**config.mk**
```make
export PLATFORM = sky130hd
export DESIGN_NAME = dyn_sched_unit
export DESIGN_NICKNAME = d
export VERILOG_FILES = /design/src/rtl/sched_pkg.sv /design/src/rtl/pick_lowest.sv /design/src/rtl/alias_table.sv /design/src/rtl/rs_entry.sv /design/src/rtl/dyn_sched_unit.sv
export SDC_FILE = /design/constraint.sdc
export NUM_CORES = 1
export LEC_CHECK = 0
export ABC_AREA = 1
export BUFFER_PORTS_ARGS = -buffer_cell sky130_fd_sc_hd__buf_2
export CAP_MARGIN = 40
export CORE_ASPECT_RATIO = 0.8
export CORE_MARGIN = 4
export CORE_UTILIZATION = 50
export DETAILED_ROUTE_END_ITERATION = 10
export GPL_TIMING_DRIVEN = 0
export PLACE_DENSITY = 0.66
export SYNTH_ARGS = -nofsm -noshare
export SYNTH_HDL_FRONTEND = slang
export SYNTH_SLANG_ARGS = --single-unit
```
**constraint.sdc**
```tcl
create_clock -name clk_i -period 2.7 [get_ports clk_i]
set_input_delay 0.54 -clock clk_i [delete_from_list [all_inputs] [get_ports clk_i]]
set_output_delay 0.54 -clock clk_i [all_outputs]
set_load 0.02 [all_outputs]
```
**src/rtl/sched_pkg.sv**
```systemverilog
package sched_pkg;
  localparam int unsigned SCHED_NUM_REGS = 8;
  localparam int unsigned SCHED_NUM_RS   = 4;
  localparam int unsigned SCHED_DATA_W   = 16;
  localparam int unsigned SCHED_OP_W     = 3;
  // alias table read port roles
  localparam int unsigned RD_SRC1 = 0;
  localparam int unsigned RD_SRC2 = 1;
  localparam int unsigned RD_PEEK = 2;
  localparam int unsigned RD_NUM  = 3;
endpackage

```
**src/rtl/pick_lowest.sv**
```systemverilog
module pick_lowest #(
  parameter int unsigned N = 4,
  localparam int unsigned IW = (N > 1) ? $clog2(N) : 1
) (
  input  logic [N-1:0]  req_i,
  output logic          found_o,
  output logic [IW-1:0] idx_o
);
  always_comb begin
    found_o = |req_i;
    idx_o   = '0;
    for (int i = int'(N) - 1; i >= 0; i--) begin
      if (req_i[i]) idx_o = IW'(i);
    end
  end
endmodule

```
**src/rtl/alias_table.sv**
```systemverilog
module alias_table #(
  parameter int unsigned NUM_REGS = 8,
  parameter int unsigned DATA_W   = 16,
  parameter int unsigned TAG_W    = 2,
  parameter int unsigned NUM_RD   = 3,
  localparam int unsigned REG_W   = $clog2(NUM_REGS)
) (
  input  logic                             clk_i,
  input  logic                             rst_ni,
  input  logic [NUM_RD-1:0][REG_W-1:0]     rd_addr_i,
  output logic [NUM_RD-1:0]                rd_valid_o,
  output logic [NUM_RD-1:0][TAG_W-1:0]     rd_tag_o,
  output logic [NUM_RD-1:0][DATA_W-1:0]    rd_value_o,
  input  logic                             wr_en_i,
  input  logic [REG_W-1:0]                 wr_reg_i,
  input  logic [TAG_W-1:0]                 wr_tag_i,
  input  logic                             cdb_valid_i,
  input  logic [TAG_W-1:0]                 cdb_tag_i,
  input  logic [DATA_W-1:0]                cdb_value_i
);
  logic              valid_q [NUM_REGS];
  logic [TAG_W-1:0]  tag_q   [NUM_REGS];
  logic [DATA_W-1:0] value_q [NUM_REGS];

  for (genvar r = 0; r < NUM_REGS; r++) begin : g_reg
    logic hit_wr, hit_cdb;
    assign hit_wr  = wr_en_i && (wr_reg_i == REG_W'(r));
    assign hit_cdb = cdb_valid_i && !valid_q[r] && (tag_q[r] == cdb_tag_i);

    always_ff @(posedge clk_i or negedge rst_ni) begin
      if (!rst_ni) begin
        valid_q[r] <= 1'b1;
        tag_q[r]   <= '0;
        value_q[r] <= '0;
      end else if (hit_wr) begin
        valid_q[r] <= 1'b0;  // newest writer wins over a same-cycle broadcast
        tag_q[r]   <= wr_tag_i;
      end else if (hit_cdb) begin
        valid_q[r] <= 1'b1;
        value_q[r] <= cdb_value_i;
      end
    end

    AST_VALID_IGNORES_CDB: assert property (@(posedge clk_i) disable iff (!rst_ni)
      valid_q[r] && !hit_wr |=> valid_q[r] && $stable(value_q[r]));
  end

  for (genvar p = 0; p < NUM_RD; p++) begin : g_rd
    assign rd_valid_o[p] = valid_q[rd_addr_i[p]];
    assign rd_tag_o[p]   = tag_q[rd_addr_i[p]];
    assign rd_value_o[p] = value_q[rd_addr_i[p]];
  end

  AST_LATEST_WRITER: assert property (@(posedge clk_i) disable iff (!rst_ni)
    wr_en_i |=> !valid_q[$past(wr_reg_i)] && tag_q[$past(wr_reg_i)] == $past(wr_tag_i));
endmodule

```
**src/rtl/rs_entry.sv**
```systemverilog
module rs_entry #(
  parameter int unsigned DATA_W   = 16,
  parameter int unsigned TAG_W    = 2,
  parameter int unsigned OP_W     = 3,
  parameter int unsigned ENTRY_ID = 0
) (
  input  logic              clk_i,
  input  logic              rst_ni,
  input  logic              alloc_i,
  input  logic [OP_W-1:0]   op_i,
  input  logic              s1_rdy_i,
  input  logic [TAG_W-1:0]  s1_tag_i,
  input  logic [DATA_W-1:0] s1_val_i,
  input  logic              s2_rdy_i,
  input  logic [TAG_W-1:0]  s2_tag_i,
  input  logic [DATA_W-1:0] s2_val_i,
  input  logic              dispatch_i,
  input  logic              cdb_valid_i,
  input  logic [TAG_W-1:0]  cdb_tag_i,
  input  logic [DATA_W-1:0] cdb_value_i,
  output logic              busy_o,
  output logic              ready_o,
  output logic [OP_W-1:0]   op_o,
  output logic [DATA_W-1:0] a_o,
  output logic [DATA_W-1:0] b_o
);
  logic              busy_q, sent_q, r1_q, r2_q;
  logic [TAG_W-1:0]  t1_q, t2_q;
  logic [DATA_W-1:0] v1_q, v2_q;
  logic [OP_W-1:0]   op_q;
  logic              own_bcast, cap1, cap2;

  assign own_bcast = cdb_valid_i && (cdb_tag_i == TAG_W'(ENTRY_ID));
  assign cap1 = cdb_valid_i && !r1_q && (t1_q == cdb_tag_i);
  assign cap2 = cdb_valid_i && !r2_q && (t2_q == cdb_tag_i);

  always_ff @(posedge clk_i or negedge rst_ni) begin
    if (!rst_ni) begin
      busy_q <= 1'b0; sent_q <= 1'b0; r1_q <= 1'b0; r2_q <= 1'b0;
      t1_q <= '0; t2_q <= '0; v1_q <= '0; v2_q <= '0; op_q <= '0;
    end else if (alloc_i) begin
      busy_q <= 1'b1; sent_q <= 1'b0; op_q <= op_i;
      r1_q <= s1_rdy_i; t1_q <= s1_tag_i; v1_q <= s1_val_i;
      r2_q <= s2_rdy_i; t2_q <= s2_tag_i; v2_q <= s2_val_i;
    end else if (busy_q) begin
      if (own_bcast) begin
        busy_q <= 1'b0;
        sent_q <= 1'b0;
      end else if (dispatch_i) begin
        sent_q <= 1'b1;
      end
      if (cap1) begin r1_q <= 1'b1; v1_q <= cdb_value_i; end
      if (cap2) begin r2_q <= 1'b1; v2_q <= cdb_value_i; end
    end
  end

  assign busy_o  = busy_q;
  assign ready_o = busy_q && r1_q && r2_q && !sent_q;
  assign op_o    = op_q;
  assign a_o     = v1_q;
  assign b_o     = v2_q;

  AST_ALLOC_ONLY_FREE: assert property (@(posedge clk_i) disable iff (!rst_ni)
    alloc_i |-> !busy_q);
  AST_SRC1_CAPTURE: assert property (@(posedge clk_i) disable iff (!rst_ni)
    busy_q && !alloc_i && cap1 |=> r1_q && v1_q == $past(cdb_value_i));
  AST_SRC2_CAPTURE: assert property (@(posedge clk_i) disable iff (!rst_ni)
    busy_q && !alloc_i && cap2 |=> r2_q && v2_q == $past(cdb_value_i));
  AST_DISPATCH_READY_ONLY: assert property (@(posedge clk_i) disable iff (!rst_ni)
    dispatch_i |-> busy_q && r1_q && r2_q && !sent_q);
  AST_FREE_ON_BCAST: assert property (@(posedge clk_i) disable iff (!rst_ni)
    busy_q && own_bcast |=> !busy_q);
endmodule

```
**src/rtl/dyn_sched_unit.sv**
```systemverilog
module dyn_sched_unit
  import sched_pkg::*;
#(
  parameter int unsigned NUM_REGS = SCHED_NUM_REGS,
  parameter int unsigned NUM_RS   = SCHED_NUM_RS,
  parameter int unsigned DATA_W   = SCHED_DATA_W,
  parameter int unsigned OP_W     = SCHED_OP_W,
  localparam int unsigned REG_W   = $clog2(NUM_REGS),
  localparam int unsigned TAG_W   = (NUM_RS > 1) ? $clog2(NUM_RS) : 1
) (
  input  logic              clk_i,
  input  logic              rst_ni,
  input  logic              iss_valid_i,
  input  logic [OP_W-1:0]   iss_op_i,
  input  logic [REG_W-1:0]  iss_dst_i,
  input  logic [REG_W-1:0]  iss_src1_i,
  input  logic [REG_W-1:0]  iss_src2_i,
  output logic              iss_stall_o,
  output logic              disp_valid_o,
  input  logic              disp_ready_i,
  output logic [TAG_W-1:0]  disp_tag_o,
  output logic [OP_W-1:0]   disp_op_o,
  output logic [DATA_W-1:0] disp_a_o,
  output logic [DATA_W-1:0] disp_b_o,
  input  logic              cdb_valid_i,
  input  logic [TAG_W-1:0]  cdb_tag_i,
  input  logic [DATA_W-1:0] cdb_value_i,
  input  logic [REG_W-1:0]  peek_reg_i,
  output logic              peek_valid_o,
  output logic [TAG_W-1:0]  peek_tag_o,
  output logic [DATA_W-1:0] peek_value_o
);
  logic [NUM_RS-1:0] busy, ready;
  logic [OP_W-1:0]   ent_op [NUM_RS];
  logic [DATA_W-1:0] ent_a  [NUM_RS];
  logic [DATA_W-1:0] ent_b  [NUM_RS];
  logic              free_found, iss_fire, disp_fire;
  logic [TAG_W-1:0]  alloc_idx;

  pick_lowest #(.N(NUM_RS)) u_free (
    .req_i(~busy), .found_o(free_found), .idx_o(alloc_idx));
  pick_lowest #(.N(NUM_RS)) u_disp (
    .req_i(ready), .found_o(disp_valid_o), .idx_o(disp_tag_o));

  assign iss_stall_o = !free_found;
  assign iss_fire    = iss_valid_i && free_found;
  assign disp_fire   = disp_valid_o && disp_ready_i;

  logic [RD_NUM-1:0][REG_W-1:0]  rd_addr;
  logic [RD_NUM-1:0]             rd_valid;
  logic [RD_NUM-1:0][TAG_W-1:0]  rd_tag;
  logic [RD_NUM-1:0][DATA_W-1:0] rd_value;

  always_comb begin
    rd_addr          = '0;
    rd_addr[RD_SRC1] = iss_src1_i;
    rd_addr[RD_SRC2] = iss_src2_i;
    rd_addr[RD_PEEK] = peek_reg_i;
  end

  alias_table #(.NUM_REGS(NUM_REGS), .DATA_W(DATA_W), .TAG_W(TAG_W), .NUM_RD(RD_NUM)) u_rat (
    .clk_i, .rst_ni,
    .rd_addr_i(rd_addr), .rd_valid_o(rd_valid), .rd_tag_o(rd_tag), .rd_value_o(rd_value),
    .wr_en_i(iss_fire), .wr_reg_i(iss_dst_i), .wr_tag_i(alloc_idx),
    .cdb_valid_i, .cdb_tag_i, .cdb_value_i);

  assign peek_valid_o = rd_valid[RD_PEEK];
  assign peek_tag_o   = rd_tag[RD_PEEK];
  assign peek_value_o = rd_value[RD_PEEK];

  // operand fetch with same-cycle broadcast forwarding
  logic [1:0]        opnd_rdy;
  logic [TAG_W-1:0]  opnd_tag [2];
  logic [DATA_W-1:0] opnd_val [2];
  for (genvar s = 0; s < 2; s++) begin : g_opnd
    logic fwd;
    assign fwd         = !rd_valid[s] && cdb_valid_i && (rd_tag[s] == cdb_tag_i);
    assign opnd_rdy[s] = rd_valid[s] || fwd;
    assign opnd_tag[s] = rd_tag[s];
    assign opnd_val[s] = rd_valid[s] ? rd_value[s] : cdb_value_i;
  end

  for (genvar i = 0; i < NUM_RS; i++) begin : g_rs
    rs_entry #(.DATA_W(DATA_W), .TAG_W(TAG_W), .OP_W(OP_W), .ENTRY_ID(i)) u_ent (
      .clk_i, .rst_ni,
      .alloc_i(iss_fire && (alloc_idx == TAG_W'(i))),
      .op_i(iss_op_i),
      .s1_rdy_i(opnd_rdy[0]), .s1_tag_i(opnd_tag[0]), .s1_val_i(opnd_val[0]),
      .s2_rdy_i(opnd_rdy[1]), .s2_tag_i(opnd_tag[1]), .s2_val_i(opnd_val[1]),
      .dispatch_i(disp_fire && (disp_tag_o == TAG_W'(i))),
      .cdb_valid_i, .cdb_tag_i, .cdb_value_i,
      .busy_o(busy[i]), .ready_o(ready[i]),
      .op_o(ent_op[i]), .a_o(ent_a[i]), .b_o(ent_b[i]));
  end

  assign disp_op_o = ent_op[disp_tag_o];
  assign disp_a_o  = ent_a[disp_tag_o];
  assign disp_b_o  = ent_b[disp_tag_o];

  AST_STALL_HOLDS: assert property (@(posedge clk_i) disable iff (!rst_ni)
    iss_valid_i && iss_stall_o && !cdb_valid_i |=> &busy);
  AST_LOWEST_READY: assert property (@(posedge clk_i) disable iff (!rst_ni)
    disp_valid_o |-> (ready & ((NUM_RS'(1) << disp_tag_o) - NUM_RS'(1))) == '0);
  AST_ALLOC_TAKEN: assert property (@(posedge clk_i) disable iff (!rst_ni)
    iss_fire |=> busy[$past(alloc_idx)]);
endmodule

```
==> flow_metrics.tcl <==
set metrics [dict create \
    ranking_of_synthesized_cells_by_area "dfrtp_1 (41%), nand2_1 (19%), o21ai_0 (8.7%)" \
    finalCritPeriodShare_pct 106 \
    area_inside_the_core_boundary_um2 37400 \
    crit_fanout 8 \
    worstPathArrival_ps 2320 \
    area_growth_syn_to_layout_pct 15.7 \
    die_ar_um2 41300 \
    synth_most_common_cell "nand2_1" \
    worst_hold_path.num_cells 3 \
    skew_ps 22.7 \
    post-synth-top-area-fraction_pct 41.5 \
    asyncSetResetFlopFracSynth_pct 100 \
    root_buffer_selected_by_cts "clkbuf_16" \
    report.final.setup_viol 35 \
    remaining_drc_errors 0 \
    yosys.area.top_type "dfrtp_1" \
    clockBufferDepth 3 \
    synth_seq_cells 324 \
    cp.required_ps 2160 \
    grt_setup_unrepaired "true" \
    io-pin-count 96 \
    cellPowerDensity_nw_per_um2 1250 \
    timing.max_cap.violations 0 \
    largest_vdd_supply_drop_mv 0.860 \
    setup.worst_path.start_class "flip-flop" \
    tns_ps -2810 \
    timing.final.ws_setup_ps -155 \
    timing.hold.worst.start "iss_op_i[0]" \
    port_buffers 91 \
    layout.area.seq_um2 8120 \
    dieHeight_um 183 \
    cts_tree "yes" \
    gp_congestion 0.995 \
    startpoint "g_rs[1].u_ent.r2_q" \
    postSynth.topFlopCell "dfrtp_1" \
    antenna-diode-count 0 \
    post_route_cells_drive_above_1_share_pct 13.7 \
    clk_transition_reported_paths_ps 60 \
    synth-edff-count 0 \
    critical_path.endpoint_type "primary output" \
    grt_start_max_net_pins 106 \
    floorplan.initialDensity_pct 51.0 \
    multi_input_area_um2 9580 \
    worst-r2r-cell-count 8 \
    routed_wirelength_mm 79.4 \
    critPathKind "reg2out" \
    max-slew-margin-rel_pct 39.7 \
    ff2ff_setup_slack_ps 100 \
    syn_inst 2678 \
    synth_fp_nets 2716 \
    ant_nets 0 \
    worstReg2RegEnd "g_rs[1].u_ent.a_o[2]" \
    max_slew.worst_pin.slew_ps 904 \
    detailedRoute.firstIterationViolations 3031 \
    average_vias_per_placed_instance 6.24 \
    timing.rr.start "g_rs[1].u_ent.busy_o" \
    synthTopCellsByCount "nand2_1 (972), o21ai_0 (330), dfrtp_1 (316)" \
    grt_overflow_total 0 \
    synth.yosys.warnings 0 \
    hold-path-endpoint "g_rs[1].u_ent.op_o[0]" \
    dr_total_vias 20901 \
    grt_pass1_wl_mm 120 \
    outcome "finished with violations" \
    cts_buffers 37 \
    dpl.hpwl_mm 59.5 \
    die_w_um 226 \
    timing.final.crit_period_ps 2860 \
    number_of_placement_rows 63 \
    post_synthesis_area_per_instance_um2 7.12 \
    failing_checks "setup timing" \
    achievable-frequency_mhz 350 \
    post_synth_instance_area_um2 19100 \
    synth_cell_types 43 \
    clock-sinks 324 \
    insertion_delay_ps 560 \
    design.final.nets 2871 \
    grt_antenna_before_repair 1 \
    leak_nw 10.5 \
    slew_violations 0 \
    timing.hold.ws_ps 256 \
    p_total_mw 27.6 \
    wl_cell_um 23.7 \
    synth_sequential_area_ratio_pct 42.6 \
    final-hold-violation-count 0 \
    groute.usage.overall_pct 37.9 \
    htree_num_levels 2 \
    vias_in_the_first_global_route 19797 \
    min-delay-path-class "in2reg" \
    fillerInstances 3585 \
    drtPass1Iterations 7 \
]
## metrics by stage
stage | utilization (%) | area (um2) | std cells | setup WS [ps]
2_1_floorplan | - | 19100 | 2678 | 292
3_3_place_gp | 53.9 | 20100 | 3256 | -5280
3_5_place_dp | 54.1 | 20200 | 3260 | -606
4_1_cts | 58.5 | 21900 | 3344 | -84.3
5_1_grt | 59.0 | 22100 | 3348 | -239
6_report | 59.0 | 22100 | 3348 | -155
## metal layers
layer  track usage (%)  share of wire (%)  vias up
li1                  -                  -     9243
met1              57.5                 43    10086
met2              54.4                 41     1357
met3              8.44                 12      213
met4              11.0                2.8        2
met5                 0              0.021        -
## area by class of cell
| type | instances | area share, % |
|---|---|---|
| Clock inverter | 13 | 0.652 |
| Multi-Input combinational cell | 1998 | 43.4 |
| Inverter | 175 | 3.06 |
| Timing Repair Buffer | 116 | 4.03 |
| Clock buffer | 54 | 4.67 |
| Buffer | 181 | 4.58 |
| Sequential cell | 324 | 36.8 |
| Tap cell | 487 | 2.76 |
## cells in the final DEF (no fill, tap or decap), types with 5 or more instances in the layout
master     count
o21ai_2        7
o211ai_2      10
clkbuf_1      70
o22ai_1       10
o211ai_1     141
buf_8          5
clkbuf_4       6
clkinv_2       7
inv_2         14
nor2_1       104
nand2_4       12
buf_1          7
o31ai_1        5
nand2_2       18
o21a_1         8
nand3_1      102
clkbuf_16     40
buf_4         53
clkbuf_2       9
a31oi_1       19
nand2_1      952
a21oi_1      115
o21ai_1       77
inv_1        156
buf_6         12
o21ai_0      329
nor2_4         5
buf_2        134
dfrtp_1      315
clkbuf_8       9
nor4_2         5
nand4_1       37
dfstp_2        8
## state kept, by name (all words and copies together) (netlist names), 8 cells and up
| register | flops |
|---|---|
| u_rat.value_q | 128 |
| g_rs.u_ent.a_o | 64 |
| g_rs.u_ent.b_o | 64 |
| u_rat.tag_q | 16 |
| g_rs.u_ent.op_o | 12 |
| g_rs.u_ent.t1_q | 8 |
| g_rs.u_ent.t2_q | 8 |
| u_rat.valid_q | 8 |
## what timing repair did
| action | in CTS | in global routing |
|---|---|---|
| hold endpoints to repair | 49 | 0 |
| hold buffers | 1 | 0 |
| resized for setup | 103 | 65 |
| pin swaps | 20 | 9 |
| setup buffers | 13 | 3 |
| cloned | 3 | 1 |
| setup endpoints to repair | 54 | 50 |
## cells by family (layout without fill, tap and decap cells)
logic type	Yosys count	in the layout	synth area share [%]
xor+xnor	6	6	0.276
compound gates	733	733	22.2
flops	324	324	42.6
simple gates	1259	1259	27.1
buf+inv	356	539	7.88
## worst max path at each step
stage / to / slack [ps] / cells after the start
2_1_floorplan: peek_tag_o[1] / 290 / 5
3_3_place_gp: g_rs[0].u_ent.b_o[7] / -5280 / 1
3_5_place_dp: peek_value_o[11] / -610 / 6
4_1_cts: disp_a_o[13] / -80 / 12
5_1_grt: disp_a_o[13] / -240 / 12
6_report: disp_a_o[13] / -160 / 9
## report_power, final
| group | switching (mW) | total (mW) | internal, mW |
|---|---|---|---|
| registers | 1.63 | 8.76 | 7.12 |
| clock network | 2.19 | 5.05 | 2.86 |
| logic | 8.92 | 13.8 | 4.92 |
## critical path, cell delays in order (launching register included)
cell and delay [ps]:
dfrtp_1 430, nand4_1 200, nand2_4 120, nor2_4 150
nor2_4 60, buf_12 150, clkbuf_16 160, nand2_4 50
nand4_1 190, buf_4 230
(Power assumes the default switching activity.)
